$ cat config.mk
export PLATFORM = sky130hd
export DESIGN_NAME = dma_xfer_ctrl
export DESIGN_NICKNAME = d
export VERILOG_FILES = /design/src/rtl/dma_xfer_pkg.sv /design/src/rtl/dma_cfg_regs.sv /design/src/rtl/dma_seq.sv /design/src/rtl/dma_bus_drive.sv /design/src/rtl/dma_xfer_ctrl.sv
export SDC_FILE = /design/constraint.sdc
export NUM_CORES = 1
export LEC_CHECK = 0
export BUFFER_PORTS_ARGS = -buffer_cell sky130_fd_sc_hd__buf_2
export CORE_MARGIN = 2
export CORE_UTILIZATION = 48
export DETAILED_ROUTE_END_ITERATION = 8
export GPL_TIMING_DRIVEN = 0
export HOLD_SLACK_MARGIN = 0.05
export PLACE_DENSITY = 0.9
export SETUP_SLACK_MARGIN = 0.1
export SYNTH_ARGS = -nofsm -noshare
export SYNTH_HDL_FRONTEND = slang
export SYNTH_SLANG_ARGS = --single-unit
$ cat constraint.sdc
create_clock -name clk -period 4.6 [get_ports clk]
set_input_delay 0.23 -clock clk [delete_from_list [all_inputs] [get_ports clk]]
set_output_delay 0.23 -clock clk [all_outputs]
set_load 0.02 [all_outputs]
$ cat src/rtl/dma_xfer_pkg.sv
`timescale 1ns/1ps
package dma_xfer_pkg;

    // Register select codes on the configuration port
    typedef enum logic [1:0] {
        SEL_ADDR  = 2'd0,
        SEL_COUNT = 2'd1,
        SEL_CTRL  = 2'd2,
        SEL_NONE  = 2'd3
    } cfg_sel_e;

    // Control word bit positions
    localparam int CTL_GO_BIT    = 0;
    localparam int CTL_STEAL_BIT = 1;
    localparam int CTL_TODEV_BIT = 2;
    localparam int CTL_CLEAR_BIT = 3;
    localparam int CTL_BITS      = 4;

    typedef struct packed {
        logic clear;
        logic to_dev;
        logic steal;
        logic go;
    } ctl_t;

    typedef enum logic [1:0] {
        ST_IDLE = 2'd0,
        ST_WAIT = 2'd1,
        ST_MOVE = 2'd2,
        ST_GAP  = 2'd3
    } seq_state_e;

    typedef struct packed {
        logic rd;
        logic wr;
        logic dev;
    } strobe_t;

    function automatic ctl_t unpack_ctl(input logic [CTL_BITS-1:0] raw);
        ctl_t c;
        c.go     = raw[CTL_GO_BIT];
        c.steal  = raw[CTL_STEAL_BIT];
        c.to_dev = raw[CTL_TODEV_BIT];
        c.clear  = raw[CTL_CLEAR_BIT];
        return c;
    endfunction

    function automatic strobe_t make_strobe(input logic active, input logic to_dev);
        strobe_t s;
        s.rd  = active && to_dev;
        s.wr  = active && !to_dev;
        s.dev = active;
        return s;
    endfunction

endpackage

$ cat src/rtl/dma_cfg_regs.sv
`timescale 1ns/1ps
module dma_cfg_regs
    import dma_xfer_pkg::*;
#(
    parameter int ADDR_W = 8,
    parameter int CNT_W  = 4
) (
    input  logic              clk,
    input  logic              rst,
    input  logic              cfg_we,
    input  logic [1:0]        cfg_sel,
    input  logic [ADDR_W-1:0] cfg_wdata,
    input  logic              busy,
    input  logic              step,
    output logic [ADDR_W-1:0] addr_q,
    output logic [CNT_W-1:0]  cnt_q,
    output logic              cnt_zero,
    output logic              cnt_last,
    output logic              start,
    output logic              start_steal,
    output logic              start_to_dev,
    output logic              clear
);
    localparam logic [ADDR_W-1:0] ADDR_ONE = ADDR_W'(1);
    localparam logic [CNT_W-1:0]  CNT_ONE  = CNT_W'(1);

    cfg_sel_e sel;
    ctl_t     cmd;
    logic     ctrl_hit;

    assign sel      = cfg_sel_e'(cfg_sel);
    assign cmd      = unpack_ctl(cfg_wdata[CTL_BITS-1:0]);
    assign ctrl_hit = cfg_we && (sel == SEL_CTRL);

    assign start        = ctrl_hit && cmd.go && !busy;
    assign start_steal  = cmd.steal;
    assign start_to_dev = cmd.to_dev;
    assign clear        = ctrl_hit && cmd.clear;

    assign cnt_zero = (cnt_q == '0);
    assign cnt_last = (cnt_q == CNT_ONE);

    always_ff @(posedge clk) begin
        if (rst) begin
            addr_q <= '0;
            cnt_q  <= '0;
        end else if (step) begin
            addr_q <= addr_q + ADDR_ONE;
            cnt_q  <= cnt_q - CNT_ONE;
        end else if (cfg_we && !busy) begin
            case (sel)
                SEL_ADDR:  addr_q <= cfg_wdata;
                SEL_COUNT: cnt_q  <= cfg_wdata[CNT_W-1:0];
                default: ;
            endcase
        end
    end

    AST_REGS_FROZEN: assert property (@(posedge clk) disable iff (rst)
        (busy && !step) |=> ($stable(addr_q) && $stable(cnt_q)));

    AST_STEP_ONE_WORD: assert property (@(posedge clk) disable iff (rst)
        step |=> (cnt_q == $past(cnt_q) - CNT_ONE) && (addr_q == $past(addr_q) + ADDR_ONE));

endmodule

$ cat src/rtl/dma_seq.sv
`timescale 1ns/1ps
module dma_seq
    import dma_xfer_pkg::*;
(
    input  logic clk,
    input  logic rst,
    input  logic start,
    input  logic start_steal,
    input  logic start_to_dev,
    input  logic clear,
    input  logic cnt_zero,
    input  logic cnt_last,
    input  logic bus_gnt,
    output logic busy,
    output logic done,
    output logic bus_req,
    output logic move,
    output logic to_dev_q
);
    seq_state_e state_q, state_d;
    logic       steal_q;

    always_comb begin
        state_d = state_q;
        case (state_q)
            ST_IDLE: if (start && !cnt_zero) state_d = ST_WAIT;
            ST_WAIT: if (bus_gnt) state_d = ST_MOVE;
            ST_MOVE: begin
                if (cnt_last)     state_d = ST_IDLE;
                else if (steal_q) state_d = ST_GAP;
                else if (bus_gnt) state_d = ST_MOVE;
                else              state_d = ST_WAIT;
            end
            ST_GAP:  state_d = ST_WAIT;
            default: state_d = ST_IDLE;
        endcase
    end

    always_ff @(posedge clk) begin
        if (rst) begin
            state_q  <= ST_IDLE;
            steal_q  <= 1'b0;
            to_dev_q <= 1'b0;
            done     <= 1'b0;
        end else begin
            state_q <= state_d;
            if (start) begin
                steal_q  <= start_steal;
                to_dev_q <= start_to_dev;
                done     <= cnt_zero;
            end else if (move && cnt_last) begin
                done <= 1'b1;
            end else if (clear) begin
                done <= 1'b0;
            end
        end
    end

    assign busy    = (state_q != ST_IDLE);
    assign move    = (state_q == ST_MOVE);
    assign bus_req = (state_q == ST_WAIT) || (state_q == ST_MOVE);

    AST_ZERO_NO_BUS: assert property (@(posedge clk) disable iff (rst)
        (start && cnt_zero) |=> (!bus_req && done));

    AST_DONE_STICKY: assert property (@(posedge clk) disable iff (rst)
        (done && !clear && !start) |=> done);

    AST_COMPLETE_RELEASE: assert property (@(posedge clk) disable iff (rst)
        (move && cnt_last) |=> (!bus_req && !busy && done));

    AST_STEAL_RELEASE: assert property (@(posedge clk) disable iff (rst)
        (move && steal_q) |=> !bus_req);

    AST_BURST_HOLD: assert property (@(posedge clk) disable iff (rst)
        (move && !steal_q && !cnt_last && bus_gnt) |=> move);

    AST_PAUSE_KEEPS_REQ: assert property (@(posedge clk) disable iff (rst)
        (move && !steal_q && !cnt_last && !bus_gnt) |=> (bus_req && !move));

endmodule

$ cat src/rtl/dma_bus_drive.sv
`timescale 1ns/1ps
module dma_bus_drive
    import dma_xfer_pkg::*;
#(
    parameter int ADDR_W = 8,
    parameter int DATA_W = 8
) (
    input  logic              clk,
    input  logic              rst,
    input  logic              move,
    input  logic              to_dev,
    input  logic [ADDR_W-1:0] addr_q,
    input  logic [DATA_W-1:0] mem_rdata,
    input  logic [DATA_W-1:0] dev_rdata,
    output logic [ADDR_W-1:0] mem_addr,
    output logic              mem_rd,
    output logic              mem_wr,
    output logic [DATA_W-1:0] mem_wdata,
    output logic              dev_stb,
    output logic [DATA_W-1:0] dev_wdata
);
    strobe_t stb;

    assign stb      = make_strobe(move, to_dev);
    assign mem_rd   = stb.rd;
    assign mem_wr   = stb.wr;
    assign dev_stb  = stb.dev;
    assign mem_addr = move ? addr_q : '0;

    // Per-bit data gating toward each side of the copy
    for (genvar b = 0; b < DATA_W; b++) begin : g_lane
        assign mem_wdata[b] = stb.wr && dev_rdata[b];
        assign dev_wdata[b] = stb.rd && mem_rdata[b];
    end

    AST_ONE_STROBE: assert property (@(posedge clk) disable iff (rst)
        $onehot0({mem_rd, mem_wr}));

    AST_DEV_WITH_MEM: assert property (@(posedge clk) disable iff (rst)
        dev_stb == (mem_rd || mem_wr));

endmodule

$ cat src/rtl/dma_xfer_ctrl.sv
`timescale 1ns/1ps
module dma_xfer_ctrl
    import dma_xfer_pkg::*;
#(
    parameter int ADDR_W = 8,
    parameter int CNT_W  = 4,
    parameter int DATA_W = 8
) (
    input  logic              clk,
    input  logic              rst,
    input  logic              cfg_we,
    input  logic [1:0]        cfg_sel,
    input  logic [ADDR_W-1:0] cfg_wdata,
    output logic              busy,
    output logic              done,
    output logic              bus_req,
    input  logic              bus_gnt,
    output logic [ADDR_W-1:0] mem_addr,
    output logic              mem_rd,
    output logic              mem_wr,
    output logic [DATA_W-1:0] mem_wdata,
    input  logic [DATA_W-1:0] mem_rdata,
    output logic              dev_stb,
    input  logic [DATA_W-1:0] dev_rdata,
    output logic [DATA_W-1:0] dev_wdata
);
    logic [ADDR_W-1:0] addr_q;
    logic [CNT_W-1:0]  cnt_q;
    logic cnt_zero, cnt_last;
    logic start, start_steal, start_to_dev, clear;
    logic move, to_dev_q;

    dma_cfg_regs #(.ADDR_W(ADDR_W), .CNT_W(CNT_W)) u_regs (
        .clk(clk), .rst(rst),
        .cfg_we(cfg_we), .cfg_sel(cfg_sel), .cfg_wdata(cfg_wdata),
        .busy(busy), .step(move),
        .addr_q(addr_q), .cnt_q(cnt_q),
        .cnt_zero(cnt_zero), .cnt_last(cnt_last),
        .start(start), .start_steal(start_steal),
        .start_to_dev(start_to_dev), .clear(clear)
    );

    dma_seq u_seq (
        .clk(clk), .rst(rst),
        .start(start), .start_steal(start_steal), .start_to_dev(start_to_dev),
        .clear(clear), .cnt_zero(cnt_zero), .cnt_last(cnt_last),
        .bus_gnt(bus_gnt),
        .busy(busy), .done(done), .bus_req(bus_req),
        .move(move), .to_dev_q(to_dev_q)
    );

    dma_bus_drive #(.ADDR_W(ADDR_W), .DATA_W(DATA_W)) u_drive (
        .clk(clk), .rst(rst),
        .move(move), .to_dev(to_dev_q), .addr_q(addr_q),
        .mem_rdata(mem_rdata), .dev_rdata(dev_rdata),
        .mem_addr(mem_addr), .mem_rd(mem_rd), .mem_wr(mem_wr),
        .mem_wdata(mem_wdata), .dev_stb(dev_stb), .dev_wdata(dev_wdata)
    );

    AST_STROBE_NEEDS_GRANT: assert property (@(posedge clk) disable iff (rst)
        (mem_rd || mem_wr) |-> $past(bus_gnt));

    AST_STROBE_WITH_REQ: assert property (@(posedge clk) disable iff (rst)
        dev_stb |-> bus_req);

endmodule

---- Word level (Yosys, flattened, before mapping) ----
Cells that the tools add are included.
storage, ports and cells
  bits in registers ....................... 17
  logic and storage cells ................. 72
  input bits .............................. 30
cells by class
  reduce and logical (&&, ||, !) cells .... 40
  mux-type cells .......................... 16
  add/subtract/negate cells ............... 2
  equal/unequal tests ..................... 8
operators with widths
  cell                                                                     number
  8-bit 2-to-1 mux                                                         4
  1-bit logical AND                                                        25
  4-bit 2-to-1 mux                                                         3
  2-bit 2-to-1 mux                                                         5
  8-bit by 1-bit adder with 8-bit output, second input constant            1
  2-bit one-hot mux with 4 select lines                                    1
  2-bit nonzero test                                                       4
  2-bit equality test, second input constant                               3
  2-bit AND reduction                                                      3
  2-bit by 1-bit equality test with 1-bit output, second input constant    2
  4-bit by 1-bit equality test with 1-bit output, second input constant    1
  2-bit zero test                                                          2
  4-bit zero test                                                          1
  4-bit by 1-bit subtractor with 4-bit output, second input constant       1
  1-bit zero test                                                          3
  1-bit 2-to-1 mux                                                         3
  3-bit nonzero test                                                       1
  2-bit by 1-bit inequality test with 1-bit output, second input constant  1
  2-bit inequality test, second input constant                             1
  1-bit logical OR                                                         1

---- Longest topological paths before layout ----
Gate-level depths: netlist of the first run.
  depth after elaboration ................. 7
  mapped depth ............................ 7
  gate-level depth less buffers ........... 6

---- Modules after synthesis ----
From an unflattened synthesis of the first run, not the netlist that was laid out.
unflattened totals
  cell total of the unflattened synthesis .. 159
  area total of the unflattened synthesis .. 1,316.3 sq um
modules (own cells, without submodules)
  module         instances  area each (sq um)  cells each
  dma_cfg_regs   1          802.0              96
  dma_seq        1          301.5              33
  dma_bus_drive  1          212.7              30

---- Least setup slack after synthesis of the first run ----
OpenSTA, ideal clock, no wires.
  path type ............................... register to output
  start point ............................. register u_seq.state_q[0]
  end point ............................... output mem_wdata[0]
  stages on the path, launching flop included .. 6
  slack ................................... 2.608 ns
  arrival time ............................ 1.762 ns
  cell sequence ........................... dfxtp_1 > inv_1 > ha_1 > clkinv_1 > nor2_1 > and2_1
on the way
  cells in the longest elaborated chain, start to end .. 3
RTL lines
  element                 RTL line             RTL
  from (decl)             dma_seq.sv:20        seq_state_e state_q, state_d;
  from (signal assigned)  dma_seq.sv:46        state_q <= state_d;
  2-bit equality test     dma_seq.sv:60        assign move = (state_q == ST_MOVE);
  net dev_stb             dma_xfer_ctrl.sv:23  output logic dev_stb,
  1-bit logical AND       dma_xfer_pkg.sv:51   s.wr = active && !to_dev;
  net mem_wr              dma_xfer_ctrl.sv:20  output logic mem_wr,
  1-bit logical AND       dma_bus_drive.sv:32  assign mem_wdata[b] = stb.wr && dev_rdata[b];
  to (decl)               dma_xfer_ctrl.sv:21  output logic [DATA_W-1:0] mem_wdata,
The timed path passes the listed nets, and every way through them passes these cells.

---- Worst setup path in the final report of the first run ----
  start point ............................. register u_seq.state_q[0]
  end point ............................... output dev_wdata[5]
on the way
  cells in the longest elaborated chain, start to end .. 3
RTL lines
  element              RTL line             RTL
  2-bit equality test  dma_seq.sv:60
  1-bit logical AND    dma_xfer_pkg.sv:50   s.rd = active && to_dev;
  1-bit logical AND    dma_bus_drive.sv:33  assign dev_wdata[b] = stb.rd && mem_rdata[b];
  to (decl)            dma_xfer_ctrl.sv:25  output logic [DATA_W-1:0] dev_wdata
Every way passes these cells.

==> out/results.txt, run 1 <==
status: finished, final reports clean
H-tree levels: 1
final wirelength: 3.24 mm
Num Clock Sinks: 17
pin count of the biggest net entering global routing: 11
final hold vios: 0
CTS max path bufs: 2
drt wl/cell: 13.1 um
cts hold-fix bufs: 0
clock skew: 7.24 ps
layout cell share with drive strength beyond 1: 30.1%
met2 routed WL: 1.58 mm
core area: 2280 sq um
Fin Setup TNS: 0 ps
Num CTS Buffers: 3
full die area: 2880 sq um
top cells by area, synth: dfxtp_1 29%, and2_1 8.5%, ha_1 7.4%
worst skew pair latency: 300 ps
fin nets: 257
number of global-route vias before repair: 1143
ant diodes: 0
worst hold path class: input port to flop
CP Class: flop to output pin
Synth area leader: dfxtp_1
Worst-path clk slew: 110 ps
Initial DRT Pass Iterations: 4
Clock Tree Root: clkbuf_4
Comb pwr share: 14.3%
Die Span X: 53.7 um
Synth Instances: 157
DRC Markers: 0
most common flop cell mapped by yosys: dfxtp_1
total power: 281 uW
Post-CTS Setup Bufs: 0
via count: 1383
Int Power: 203 uW
total global routing overflow: 0
Max Fclk: 434 MHz
chip height: 53.7 um
Reg power frac: 55.8%
clock power share: 29.9%
Syn Nets: 194
met3 wire len: 279 um
Final setup viols: 0
DP HPWL: 2.53 mm
TritonCTS clock tree: built
sequential area share after synthesis: 28.8%
Tmin final: 2300 ps
Final ANT Viol Nets: 0
synthesized area: 1180 sq um
initial DRC count: 62
antenna violations before repair: 0
LEAKAGE: 0.000773 uW
Slew @ Worst Pin: 524 ps
Post-synth EDFFs: 0
flops & latches, synth: 17
Worst Setup End Kind: output pin
Ports: 60
switch share: 27.6%
DRT met1 WL: 1.35 mm
Slew Viols, Final: 0
Yosys cell types: 37
PortBufs: 58
mean post-synth cell area: 7.54 sq um
Worst Path Arrival: 2070 ps
Rows: 17
pwr dens: 183 nW/um^2
Ys Warns: 0
share of the synthesized area in the top cell type: 28.8%
CTS resizes: 0
peak supply drop: 0.136 mV
Slew HR: 65.1%
gr usage total: 23.3%
R2R setup slack: 2850 ps
Setup crit start kind: flop
max_cap viols: 0
Via density: 5.60
fin crit share: 50.1%
critical path peak fanout: 10
most common cell in the netlist: nor2_1
ys async rst share: 0%
Critical Path RT: 4370 ps
first-pass GRT wire length: 4.93 mm
RSZ-0062 raised after global routing: false
uppermost layer routed: met4
Initial Util: 52.0%
Area Growth Syn to Fin: 29.8%
Psw: 77.4 uW
Placer Congestion: 0.792
most frequent cells after synthesis: 19 x nor2_1, 17 x dfxtp_1, 16 x and2_1
## flip-flops by register name, summed over array words and instances (netlist names)
name	count
u_seq.state_q	2
u_regs.cnt_q	4
u_seq.done	1
u_seq.steal_q	1
u_regs.addr_q	8
u_seq.to_dev_q	1
## stage by stage
| stage | util (%) | cell area [sq um] | worst slack [ps] | hold WS [ps] | std cells |
|---|---|---|---|---|---|
| 2_1_floorplan | - | 1180 | 2610 | 374 | 157 |
| 4_1_cts | 67.5 | 1540 | 2300 | 198 | 247 |
| 6_report | 67.5 | 1540 | 2300 | 201 | 247 |
| 3_3_place_gp | 66.3 | 1510 | 2650 | 494 | 243 |
| 3_5_place_dp | 66.3 | 1510 | 2640 | 500 | 243 |
| 5_1_grt | 67.5 | 1540 | 2100 | 205 | 247 |
## layout make-up
| cell class | count | area, sq um |
|---|---|---|
| clock inverters | 1 | 5.00 |
| well taps | 28 | 35.0 |
| multi-input cells | 121 | 771 |
| fillers | 202 | 739 |
| plain buffers | 9 | 35.0 |
| inverters | 10 | 37.5 |
| repair buffers | 58 | 290 |
| flip-flops and latches | 17 | 340 |
| clock buffers | 3 | 22.5 |
## critical path: stages (launching register included)
cell and delay, ps:
dfxtp_1 340, inv_1 80, ha_1 300, clkbuf_1 360, clkbuf_1 330, and3_1 200
buf_2 160
## power groups by stage
stage / Sequential [uW] / Clock, uW / Combinational [uW]
finish: 157 / 83.9 / 40.2
global route: 157 / 91.0 / 44.3
CTS: 156 / 85.6 / 39.7
detailed placement: 160 / 0 / 39.6
global placement: 160 / 0 / 38.6
floorplan: 159 / 0 / 20.1
## cell usage in the layout, fill, tap and decap left out, drive strengths merged, types with 2 or more instances in the layout
| cell type | instances |
|---|---|
| o21ai | 12 |
| a31oi | 5 |
| dfxtp | 17 |
| and2 | 17 |
| buf | 60 |
| mux2i | 2 |
| ha | 7 |
| clkinv | 2 |
| and3 | 10 |
| nand2 | 10 |
| inv | 9 |
| clkbuf | 10 |
| a32oi | 2 |
| a211oi | 5 |
| nor2 | 19 |
| a311oi | 2 |
| nand4b | 4 |
| a22oi | 2 |
| a21oi | 8 |
## cell families (layout without fill, tap and decap cells)
| family | after synthesis | after routing | share of synthesized area (%) |
|---|---|---|---|
| buffers and inverters | 19 | 81 | 6.13 |
| muxes | 2 | 2 | 1.69 |
| adders and majority gates | 7 | 7 | 7.40 |
| AOI/OAI and AO/OA | 41 | 41 | 22.2 |
| DFF | 17 | 17 | 28.8 |
| and+or+nand+nor | 71 | 71 | 33.8 |
## final timing paths
check | start | to | depth (start not counted)
max | u_seq.state_q[0]$_SDFFE_PP0P_ | dev_wdata[5] | 6
min | cfg_wdata[7] | u_regs.addr_q[7]$_SDFFE_PP0P_ | 3
max reg2reg | u_regs.cnt_q[0]$_SDFFE_PP0P_ | u_seq.state_q[1]$_SDFFE_PP0P_ | 6
min reg2reg | u_regs.addr_q[7]$_SDFFE_PP0P_ | u_regs.addr_q[7]$_SDFFE_PP0P_ | 2
## metal layers
layer | vias to the layer above | track usage (%)
met5 | - | 0
li1 | 689 | -
met1 | 614 | 27.8
met2 | 71 | 42.2
met4 | 0 | 7.26
met3 | 9 | 4.17
Note: power is estimated with default switching activity, not from simulation.
==> inputs of run 2 (changes only) <==
Settings changed: ABC_AREA from default to 1, CORE_UTILIZATION 48 to 42, PLACE_DENSITY 0.9 to 0.82.
Clock period 4.6 ns to 2.08 ns, I/O delays scaled along.
==> run 2 against run 1 <==
Critical path depth is 3 higher. Final cell count is 30% higher. Total power grew to 5.7 times the previous value. Via count is 11% higher. Sequential cell count stayed put. Sequential share of layout area is 1.9 points lower. Cell area is 9.4% higher. Clock skew is 4.7 ps higher. Critical endpoint is now mem_wdata[4].
==> out/results.txt, run 2 <==
core area: 3000 sq um (+32%)
flip-flop count of the largest register after layout: 8 (unchanged)
Placer Congestion: 0.813 (+2.7%)
Num CTS Buffers: 3 (unchanged)
switch share: 48.8% (+21 points)
DP HPWL: 2.60 mm (+2.6%)
CP delay by family, top: buffers and inverters
Via density: 4.78 (-15%)
Final setup viols: 0 (unchanged)
R2R cell count: 8 (+2)
critical path peak fanout: 10 (unchanged)
ys async rst share: 0% (unchanged)
Int Power: 815 uW (+300%)
Setup crit start kind: flop
antenna violations before repair: 0 (unchanged)
share of the synthesized area in the top cell type: 26.2% (-2.6 points)
Comb pwr share: 57.6% (+43 points)
Synth Instances: 223 (+42%)
Max stage delay on crit path: 330 ps (-30 ps)
via count: 1529 (+11%)
CP most frequent cell: inv_2
Rows: 20 (+3)
Biggest register: u_regs.addr_q
flops & latches, synth: 17 (unchanged)
drt wl/cell: 10.2 um (-22%)
Post-Layout Cell Count: 320 (+30%)
Hold Crit Start: cfg_wdata[2]
Post-CTS Setup Bufs: 0 (unchanged)
multi-input logic area: 748 sq um (-2.9%)
crit path cell chain: inv_1 -> ha_1 -> buf_4 -> inv_2 -> buf_6 -> nor2_2 -> inv_2 -> nor2_1 -> buf_2
clock skew: 11.9 ps (+4.68 ps)
commonest cells after routing, fill and taps aside: 61 x buf_2, 46 x nor2_1, 44 x nand2_1, 42 x inv_1, 20 x o21ai_0
Ports: 60 (unchanged)
biggest registers after layout: u_regs.addr_q x8, u_regs.cnt_q x4, u_seq.state_q x2
peak supply drop: 0.761 mV (+460%)
Yosys cell types: 22 (-41%)
final wirelength: 3.27 mm (+0.96%)
Area Growth Syn to Fin: 29.4%
initial DRC count: 19 (-69%)
worst skew pair latency: 300 ps (about the same)
Slew @ Worst Pin: 292 ps (-232 ps)
RSZ-0062 raised after global routing: false
clock power share: 12.2% (-18 points)
Psw: 775 uW (+900%)
Tmin final: 1810 ps
Worst-path clk slew: 120 ps (about the same)
Worst Path Buf+Inv: 6 (+2)
Clock Tree Root: clkbuf_4
final hold vios: 0 (unchanged)
fin crit share: 87.2%
Final ANT Viol Nets: 0 (unchanged)
status: finished, final reports clean
most common flop cell mapped by yosys: dfxtp_1
chip height: 59.6 um (+11%)
CTS max path bufs: 2 (unchanged)
sequential area share after synthesis: 26.2% (-2.6 points)
DRC Markers: 0 (unchanged)
CP Class: flop to output pin
Critical Path RT: 1980 ps (-2390 ps)
most frequent cells after synthesis: 47 x nor2_1, 45 x nand2_1, 43 x inv_1
RR Endpoint: u_regs.addr_q[6]$_SDFFE_PP0P_
Util after Layout: 56.0% (-12 points)
Worst Setup End Kind: output pin
Syn Nets: 260 (+34%)
fin nets: 325 (+26%)
H-tree levels: 1 (unchanged)
storage element area: 340 sq um (unchanged)
Slew Viols, Final: 0 (unchanged)
pin count of the biggest net entering global routing: 12 (+1)
Reg power frac: 30.2% (-26 points)
number of global-route vias before repair: 1273 (+11%)
Worst Path Arrival: 1710 ps (-360 ps)
r2r startpoint: u_seq.state_q[1]$_SDFFE_PP0P_
Num Clock Sinks: 17 (unchanged)
Initial Util: 43.3% (-8.7 points)
max_cap viols: 0 (unchanged)
PortBufs: 59 (+1.7%)
slowest CP cell: dfxtp_1
Initial DRT Pass Iterations: 4 (unchanged)
Hold Path Cell Cnt: 3 (unchanged)
first-pass GRT wire length: 5.20 mm (+5.3%)
top cells by area, synth: dfxtp_1 26%, nor2_1 14%, nand2_1 13%
Synth area leader: dfxtp_1
Die Span X: 59.6 um (+11%)
worst hold path class: input port to flop
final hold slack: 67.4 ps (-133 ps)
placed insts: 315 (+30%)
pwr dens: 946 nW/um^2 (+420%)
Slew HR: 80.4% (+15 points)
ant diodes: 0 (unchanged)
Post-synth EDFFs: 0 (unchanged)
layout cell share with drive strength beyond 1: 27.9% (-2.3 points)
Max Fclk: 551 MHz
Worst Hold Endpoint: u_seq.to_dev_q$_SDFFE_PP0P_
LEAKAGE: 0.00103 uW (+34%)
FILL cells: 329 (+63%)
R2R setup slack: 560 ps (-2290 ps)
Fin Setup TNS: 0 ps (unchanged)
Ys Warns: 0 (unchanged)
total global routing overflow: 0 (unchanged)
most common cell in the netlist: nor2_1
mean post-synth cell area: 5.83 sq um (-23%)
full die area: 3560 sq um (+24%)
Critical Path Start: u_seq.state_q[0]$_SDFFE_PP0P_
gr usage total: 18.9% (-4.5 points)
most common cell after layout, fill and taps aside: buf_2
synthesized area: 1300 sq um (+9.8%)
TritonCTS clock tree: built
-- run 2: changes by cell type in the layout (fill, tap and decap cells not counted), moves of 3 or more --
cell,change
nand2_1,+34
inv_1,+33
nor2_1,+27
and2_1,-16
nand3_1,+11
and3_1,-10
o21ai_0,+8
clkbuf_1,-7
a211oi_1,-5
nand2_2,+4
nand4b_1,-4
inv_2,+3
-- run 2: repair_timing --
action	CTS	global route
setup endpoints to repair	0	17
hold buffers	1	0
resized for setup	0	3
endpoints found under the hold margin	4	0
-- run 2: cells by family after synthesis --
logic type	count (synthesis)	synth area share, %
buffers and inverters	51	16.7
adders and majority gates	7	6.74
DFF	17	26.2
AOI/OAI and AO/OA	32	13.1
and+or+nand+nor	116	37.3
-- run 2: final cells by class --
class                           instances  area share, %
Buffer                                  6           2.83
Clock buffer                            3           1.34
Inverter                               45           10.0
Timing Repair Buffer                   60           18.2
Tap cell                               33           2.46
Sequential cell                        17           20.2
Clock inverter                          1          0.446
Multi-Input combinational cell        155           44.5
-- run 2: through the flow --
step                      instance area [sq um]  total power (uW)  worst slack, ps
final                                      1680              1590              266
after global routing                       1680              1750              113
after CTS                                  1680              1590              159
after detailed placement                   1640              1400              500
after global placement                     1640              1370              526
after floorplan                            1300              1160              117
-- run 2: metal layers --
metal  up-vias  global-route usage (%)  wire (um)
li1        810                       -          -
met2        62                    34.1       1480
met4         0                    4.76         24
met1       653                    23.6       1470
met5         -                       0          0
met3         4                    2.18        301
-- run 2: worst max-delay path by stage --
| stage | endpoint | depth (start not counted) |
|---|---|---|
| after CTS | dev_wdata[5] | 7 |
| after global placement | dev_wdata[7] | 7 |
| after global routing | mem_wdata[3] | 9 |
| after floorplan | mem_wdata[0] | 8 |
| after detailed placement | dev_wdata[5] | 7 |
| final | mem_wdata[4] | 9 |
-- run 2: power by group through the flow --
stage	registers, uW	clock network, uW	logic, uW
2_1_floorplan	474	0	685
3_3_place_gp	486	0	889
3_5_place_dp	489	0	908
4_1_cts	481	198	915
5_1_grt	497	213	1040
6_report	481	194	915
-- run 2: tightest hold or removal path: cells and delay by family --
kind                   cells  cell delay, ps
AND/OR/NAND/NOR            2             130
buffers and inverters      1             110
